==> src/rtl/ixb_pkg.sv <==
package ixb_pkg;

    typedef enum logic [1:0] {
        ST_IDLE,
        ST_PUSH,
        ST_FETCH,
        ST_WAIT
    } ixb_state_e;

    localparam int HADDR_W = 6;

    localparam logic [HADDR_W-1:0] OFS_WIN_HI = 6'h00;
    localparam logic [HADDR_W-1:0] OFS_WIN_LO = 6'h04;
    localparam logic [HADDR_W-1:0] OFS_CMD    = 6'h08;
    localparam logic [HADDR_W-1:0] OFS_CLR    = 6'h18;
    localparam logic [HADDR_W-1:0] OFS_STAT   = 6'h1C;
    localparam logic [HADDR_W-1:0] OFS_IRQEN  = 6'h20;

    localparam int DIR_BIT = 31;
    localparam int ERR_BIT = 31;

endpackage

==> src/rtl/ixb_cmd_decode.sv <==
module ixb_cmd_decode #(
    parameter int          NUM_REGS  = 10,
    parameter logic [31:0] BASE_ADDR = 32'h0007_0000,
    parameter int          IDX_W     = 4
) (
    input  logic [31:0]      cmd_word,
    output logic             dec_write,
    output logic             dec_valid,
    output logic [IDX_W-1:0] dec_idx
);
    import ixb_pkg::*;

    localparam logic [30:0] BASE = BASE_ADDR[30:0];
    localparam logic [30:0] SPAN = 31'(NUM_REGS);

    logic [30:0] addr;
    logic [30:0] offs;

    always_comb begin
        addr      = cmd_word[30:0];
        offs      = addr - BASE;
        dec_write = cmd_word[DIR_BIT];
        dec_valid = (addr >= BASE) && (offs < SPAN);
        dec_idx   = IDX_W'(offs);
    end

endmodule

==> src/rtl/ixb_seq.sv <==
module ixb_seq #(
    parameter int RD_LAT = 2,
    parameter int IDX_W  = 4
) (
    input  logic             clk,
    input  logic             rst_n,
    input  logic             cmd_go,
    input  logic             dec_write,
    input  logic             dec_valid,
    input  logic [IDX_W-1:0] dec_idx,
    output logic             ready,
    output logic             tgt_wr_en,
    output logic             tgt_rd_en,
    output logic [IDX_W-1:0] tgt_idx,
    output logic             cap_en,
    output logic             err_set
);
    import ixb_pkg::*;

    localparam int            CNT_W    = $clog2(RD_LAT + 1) + 1;
    localparam logic [CNT_W-1:0] CNT_LAST = CNT_W'(RD_LAT);

    ixb_state_e       state_q, state_d;
    logic [CNT_W-1:0] cnt_q;
    logic [IDX_W-1:0] idx_q;

    // next-state logic
    always_comb begin
        state_d = state_q;
        unique case (state_q)
            ST_IDLE:  if (cmd_go && dec_valid) state_d = dec_write ? ST_PUSH : ST_FETCH;
            ST_PUSH:  state_d = ST_IDLE;
            ST_FETCH: state_d = ST_WAIT;
            ST_WAIT:  if (cnt_q == CNT_LAST) state_d = ST_IDLE;
            default:  state_d = ST_IDLE;
        endcase
    end

    // state register, latency counter and latched index
    always_ff @(posedge clk or negedge rst_n) begin
        if (!rst_n) begin
            state_q <= ST_IDLE;
            cnt_q   <= '0;
            idx_q   <= '0;
        end else begin
            state_q <= state_d;
            if (state_q == ST_FETCH)     cnt_q <= CNT_W'(1);
            else if (state_q == ST_WAIT) cnt_q <= cnt_q + 1'b1;
            if (state_q == ST_IDLE && cmd_go && dec_valid) idx_q <= dec_idx;
        end
    end

    // outputs
    always_comb begin
        ready     = 1'b0;
        tgt_wr_en = 1'b0;
        tgt_rd_en = 1'b0;
        cap_en    = 1'b0;
        err_set   = 1'b0;
        unique case (state_q)
            ST_IDLE: begin
                ready   = 1'b1;
                err_set = cmd_go && !dec_valid;
            end
            ST_PUSH:  tgt_wr_en = 1'b1;
            ST_FETCH: tgt_rd_en = 1'b1;
            ST_WAIT:  cap_en    = (cnt_q == CNT_LAST);
            default:  ready     = 1'b0;
        endcase
        tgt_idx = idx_q;
    end

endmodule

==> src/rtl/ixb_host_regs.sv <==
module ixb_host_regs
    import ixb_pkg::*;
(
    input  logic               clk,
    input  logic               rst_n,
    input  logic               acc,
    input  logic               wr,
    input  logic [HADDR_W-1:0] addr,
    input  logic [31:0]        wdata,
    output logic [31:0]        rdata,
    output logic               cmd_go,
    output logic [63:0]        win,
    input  logic               cap_en,
    input  logic [63:0]        cap_data,
    input  logic               err_set,
    output logic               err,
    output logic               irq
);

    logic [31:0] win_hi_q, win_lo_q, cmd_q;
    logic        err_q, irq_en_q;
    logic        acc_wr;

    always_comb begin
        acc_wr = acc && wr;
        cmd_go = acc_wr && (addr == OFS_CMD);
        win    = {win_hi_q, win_lo_q};
        err    = err_q;
        irq    = err_q && irq_en_q;
    end

    always_ff @(posedge clk or negedge rst_n) begin
        if (!rst_n) begin
            win_hi_q <= '0;
            win_lo_q <= '0;
            cmd_q    <= '0;
            err_q    <= 1'b0;
            irq_en_q <= 1'b0;
        end else begin
            if (cap_en) begin
                win_hi_q <= cap_data[63:32];
                win_lo_q <= cap_data[31:0];
            end
            if (err_set) err_q <= 1'b1;
            if (acc_wr) begin
                unique case (addr)
                    OFS_WIN_HI: win_hi_q <= wdata;
                    OFS_WIN_LO: win_lo_q <= wdata;
                    OFS_CMD:    cmd_q    <= wdata;
                    OFS_IRQEN:  irq_en_q <= wdata[0];
                    OFS_CLR: begin
                        win_hi_q <= '0;
                        win_lo_q <= '0;
                        err_q    <= 1'b0;
                    end
                    default: ;
                endcase
            end
        end
    end

    always_comb begin
        unique case (addr)
            OFS_WIN_HI: rdata = win_hi_q;
            OFS_WIN_LO: rdata = win_lo_q;
            OFS_CMD:    rdata = cmd_q;
            OFS_STAT:   rdata = {err_q, 31'd0};
            OFS_IRQEN:  rdata = {31'd0, irq_en_q};
            default:    rdata = '0;
        endcase
    end

endmodule

==> src/rtl/ixb_bridge.sv <==
module ixb_bridge #(
    parameter int          NUM_REGS = 10,
    parameter int          RD_LAT   = 2,
    parameter logic [31:0] INST_OFS = 32'h0,
    parameter int          HADDR_W  = ixb_pkg::HADDR_W,
    parameter int          IDX_W    = (NUM_REGS > 1) ? $clog2(NUM_REGS) : 1
) (
    input  logic               clk,
    input  logic               rst_n,
    input  logic               host_req,
    input  logic               host_wr,
    input  logic [HADDR_W-1:0] host_addr,
    input  logic [31:0]        host_wdata,
    output logic [31:0]        host_rdata,
    output logic               host_ready,
    output logic               tgt_wr_en,
    output logic               tgt_rd_en,
    output logic [IDX_W-1:0]   tgt_idx,
    output logic [63:0]        tgt_wdata,
    input  logic [63:0]        tgt_rdata,
    output logic               irq
);

    localparam logic [31:0] BASE_ADDR = 32'h0007_0000 + INST_OFS;

    logic             acc, cmd_go, cap_en, err_set, err_flag;
    logic             dec_write, dec_valid;
    logic [IDX_W-1:0] dec_idx;

    assign acc = host_req && host_ready;

    ixb_cmd_decode #(
        .NUM_REGS (NUM_REGS),
        .BASE_ADDR(BASE_ADDR),
        .IDX_W    (IDX_W)
    ) u_dec (
        .cmd_word (host_wdata),
        .dec_write(dec_write),
        .dec_valid(dec_valid),
        .dec_idx  (dec_idx)
    );

    ixb_seq #(
        .RD_LAT(RD_LAT),
        .IDX_W (IDX_W)
    ) u_seq (
        .clk      (clk),
        .rst_n    (rst_n),
        .cmd_go   (cmd_go),
        .dec_write(dec_write),
        .dec_valid(dec_valid),
        .dec_idx  (dec_idx),
        .ready    (host_ready),
        .tgt_wr_en(tgt_wr_en),
        .tgt_rd_en(tgt_rd_en),
        .tgt_idx  (tgt_idx),
        .cap_en   (cap_en),
        .err_set  (err_set)
    );

    ixb_host_regs u_regs (
        .clk     (clk),
        .rst_n   (rst_n),
        .acc     (acc),
        .wr      (host_wr),
        .addr    (host_addr),
        .wdata   (host_wdata),
        .rdata   (host_rdata),
        .cmd_go  (cmd_go),
        .win     (tgt_wdata),
        .cap_en  (cap_en),
        .cap_data(tgt_rdata),
        .err_set (err_set),
        .err     (err_flag),
        .irq     (irq)
    );

endmodule

==> config.mk <==
export PLATFORM = sky130hd
export DESIGN_NAME = ixb_bridge
export DESIGN_NICKNAME = d
export VERILOG_FILES = /design/src/rtl/ixb_pkg.sv /design/src/rtl/ixb_cmd_decode.sv /design/src/rtl/ixb_seq.sv /design/src/rtl/ixb_host_regs.sv /design/src/rtl/ixb_bridge.sv
export SDC_FILE = /design/constraint.sdc
export NUM_CORES = 1
export LEC_CHECK = 0
export BUFFER_PORTS_ARGS = -buffer_cell sky130_fd_sc_hd__buf_2
export CAP_MARGIN = 20
export CORE_ASPECT_RATIO = 0.6
export CORE_MARGIN = 3
export CORE_UTILIZATION = 30
export DETAILED_ROUTE_END_ITERATION = 10
export SKIP_LAST_GASP = 1
export SYNTH_ARGS = -nofsm -noshare
export SYNTH_HDL_FRONTEND = slang
export SYNTH_SLANG_ARGS = --single-unit
==> constraint.sdc <==
create_clock -name clk -period 4.05 [get_ports clk]
set_input_delay 0.405 -clock clk [delete_from_list [all_inputs] [get_ports clk]]
set_output_delay 0.405 -clock clk [all_outputs]
set_load 0.02 [all_outputs]
==> results.tsv <==
metric	value	unit
Pleak	4.01	nW
pwr dens	386	nW/um^2
nets@finish	810	
Top delay family on crit path	simple AND/OR/NAND/NOR gates	
Synth async-reset ratio	1.00	
number of synthesized flops with an enable pin	0	
Most Frequent Cell on Critical Path	buf_2	
Seq pwr share	0.476	
post-synthesis xor/xnor area fraction	0.00462	
count leader, synth	dfrtp_1	
Routed WL	17800	um
maximum root-to-sink buffer count	2	
Wirelength per Cell	18.8	um
peak supply drop	0.150	mV
final core utilization	0.392	
drt via density	5.14	
CTS tree	yes	
Vias	4860	
Fin. Hold Viols	0	
Min Hold Slack	0.110	ns
TritonCTS buffer count	9	
startpoint type of the worst setup path	input port	
reg2reg end	u_regs.win_lo_q[16]	
post-route setup TNS	0	ns
Gate power share	0.208	
crit path to	host_rdata[16]	
post-CTS sizing	0	
core area	18300	um^2
Diodes inserted	0	
Synth Net Count	624	
stages on the worst setup path	7	
kind of critical path	in2out	
clock share of power	0.316	
Worst-Skew Late Latency	0.35	ns
RSZ-0062 raised after global routing	no	
largest net degree at the start of global routing	66	
residual DRC count	0	
Post CTS Setup Buffer Count	0	
share of layout cells above drive strength 1	0.414	
Worst Tran Pin Value	0.934	ns
die area	20700	um^2
R2R Setup Slk	1.76	ns
proportion of synthesized area in mux cells	0.186	
largest stage delay on the critical path	0.75	ns
Sw Ratio	0.316	
synthesized cell area	5690	um^2
Synth area leaders	dfrtp_1 (47%), mux2i_1 (11%), o31ai_1 (7.3%), mux2_2 (6.3%), a222oi_1 (5.3%)	
worst hold path class	in2async	
Rows	38	
worst path cell trace	buf_2, nor3_2, nand2_1, nor2_4, a222oi_1, inv_1, buf_2	
crit end category	primary output	
Layout Cells excl Fill	946	
crit path from	host_addr[2]	
TritonCTS Sinks	107	
die height	113	um
global-route wire length before repair	27800	um
Final min period	2.69	ns
Clock Skew	0.0115	ns
CTS Root Cell	clkbuf_16	
initial core utilization	0.311	
post-synthesis compound-gate area fraction	0.165	
Critical Path RT	3.64	ns
Int Pwr	1.90	mW
status	finished, final reports clean	
die width	184	um
number of global-route vias before repair	4752	
P&R area growth vs syn	26.3	%
Critical Path Slowest Stage Cell	nor2_4	
Max Slew Vio Count	0	
Reg clk slew, reported paths	0.07	ns
GRT Util Overall	0.173	
MaxCap Viol Count	0	
hold_buf cts	0	
slew margin rel.	0.376	
CP max FO	31	
Post-Synth Simple-Gate Area	0.0992	
initial antenna violation count	1	
htree depth	3	
Synth top area share	0.471	
FF-to-FF Start	u_seq.state_q[1]	
worst r2r path cells	5	
final setup fails	0	
Avg Cell Area, Syn	11.0	um^2
library cells used by synthesis	43	
gp weighted congestion	0.794	
sequential element share of the synthesized area	0.471	
fmax	372	MHz
synthesized instance count	515	
Arrival @ worst endpoint	2.29	ns
largest family of logic cells by synthesized area	multiplexers	
dpl hpwl	12900	um
antenna-violating nets left	0	
DP Cell Count	930	
length of the first detailed-routing pass in iterations	10	
IO Pins	210	
total global routing overflow	0	
Yosys warning count	0	
Top FF cell, synth	dfrtp_1	
Yosys reg bits	107	
Psw	0.875	mW
port buffer count	209	
Synth Area in Adders	0.00660	
top post-synthesis cells by count	dfrtp_1 (107), nand2_1 (74), mux2i_1 (65), o31ai_1 (55), inv_1 (34)	
initial drt markers	432	
leading area contributor after synthesis	dfrtp_1	
Buf/Inv on CP	3	
crit share post-route	0.664	
metrics by stage:
step	power (mW)	cell area (um^2)	setup slack, ns
5_1_grt	2.93	7180	1.18
3_5_place_dp	1.92	6890	1.20
3_3_place_gp	1.92	6890	1.28
4_1_cts	2.81	7180	1.39
6_report	2.77	7180	1.36
2_1_floorplan	1.63	5690	2.08
state kept, by name, summed over array words and instances (netlist names):
| signal | flops |
|---|---|
| u_seq.tgt_idx | 4 |
| u_seq.state_q | 2 |
| u_regs.err | 1 |
| u_seq.cnt_q | 3 |
| u_regs.win_lo_q | 32 |
| u_regs.win_hi_q | 32 |
| u_regs.cmd_q | 32 |
| u_regs.irq_en_q | 1 |
power groups by stage:
stage,logic (mW),clock network (mW),registers [mW]
floorplan,0.180,0,1.45
global placement,0.582,0,1.34
detailed placement,0.586,0,1.34
CTS,0.585,0.910,1.32
global route,0.630,0.959,1.34
finish,0.578,0.876,1.32
layout by cell type (no fill, tap or decap), drive strengths merged:
cell / count
mux2i: 65
o21ba: 1
dfrtp: 107
o31ai: 65
xor2: 1
nand4: 6
nor2: 7
nand2b: 1
nor4: 4
a21oi: 1
clkinv: 1
and3: 3
ha: 3
nor4b: 2
a221o: 2
a2111oi: 1
xnor2: 2
o21ai: 7
mux2: 36
nand4b: 1
nor2b: 2
and4b: 1
a222oi: 30
nand2: 74
nand3b: 1
buf: 219
nor3: 5
inv: 38
a31oi: 1
nand3: 4
and2: 3
clkbuf: 11
o22ai: 1
cells by family after synthesis:
| family | Yosys count |
|---|---|
| flip-flops | 107 |
| XOR/XNOR | 3 |
| AND/OR/NAND/NOR | 114 |
| AO/OA/AOI/OAI | 109 |
| multiplexers | 101 |
| buffers and inverters | 78 |
| adder cells (fa/ha/maj) | 3 |
final cells by class:
| class | count | area (um^2) |
|---|---|---|
| tap | 240 | 300 |
| clock buffer | 11 | 253 |
| multi-input combinational | 330 | 2650 |
| timing repair buffer | 219 | 1140 |
| inverter | 34 | 128 |
| clock inverter | 5 | 42.5 |
| sequential | 107 | 2680 |
| fill | 1793 | 11100 |
per-layer routing:
layer  vias to the layer above  global-route usage  wire length, um
met5                         -                   0                7
met2                       229               0.235             7070
li1                       2291                   -                -
met4                         2              0.0267              112
met3                        10              0.0476             1610
met1                      2328               0.274             9000
worst min-delay path by stage:
stage                                start                   to  slack (ns)
final                                rst_n  u_regs.win_lo_q[22]        0.11
after global routing                 rst_n  u_regs.win_lo_q[25]        0.15
after CTS                            rst_n  u_regs.win_lo_q[22]        0.14
after detailed placement   u_regs.cmd_q[0]      u_regs.cmd_q[0]        0.47
after global placement    u_regs.cmd_q[24]     u_regs.cmd_q[24]        0.47
after floorplan                      rst_n      u_regs.cmd_q[0]        0.11
Power figures use the tool's default switching activity.
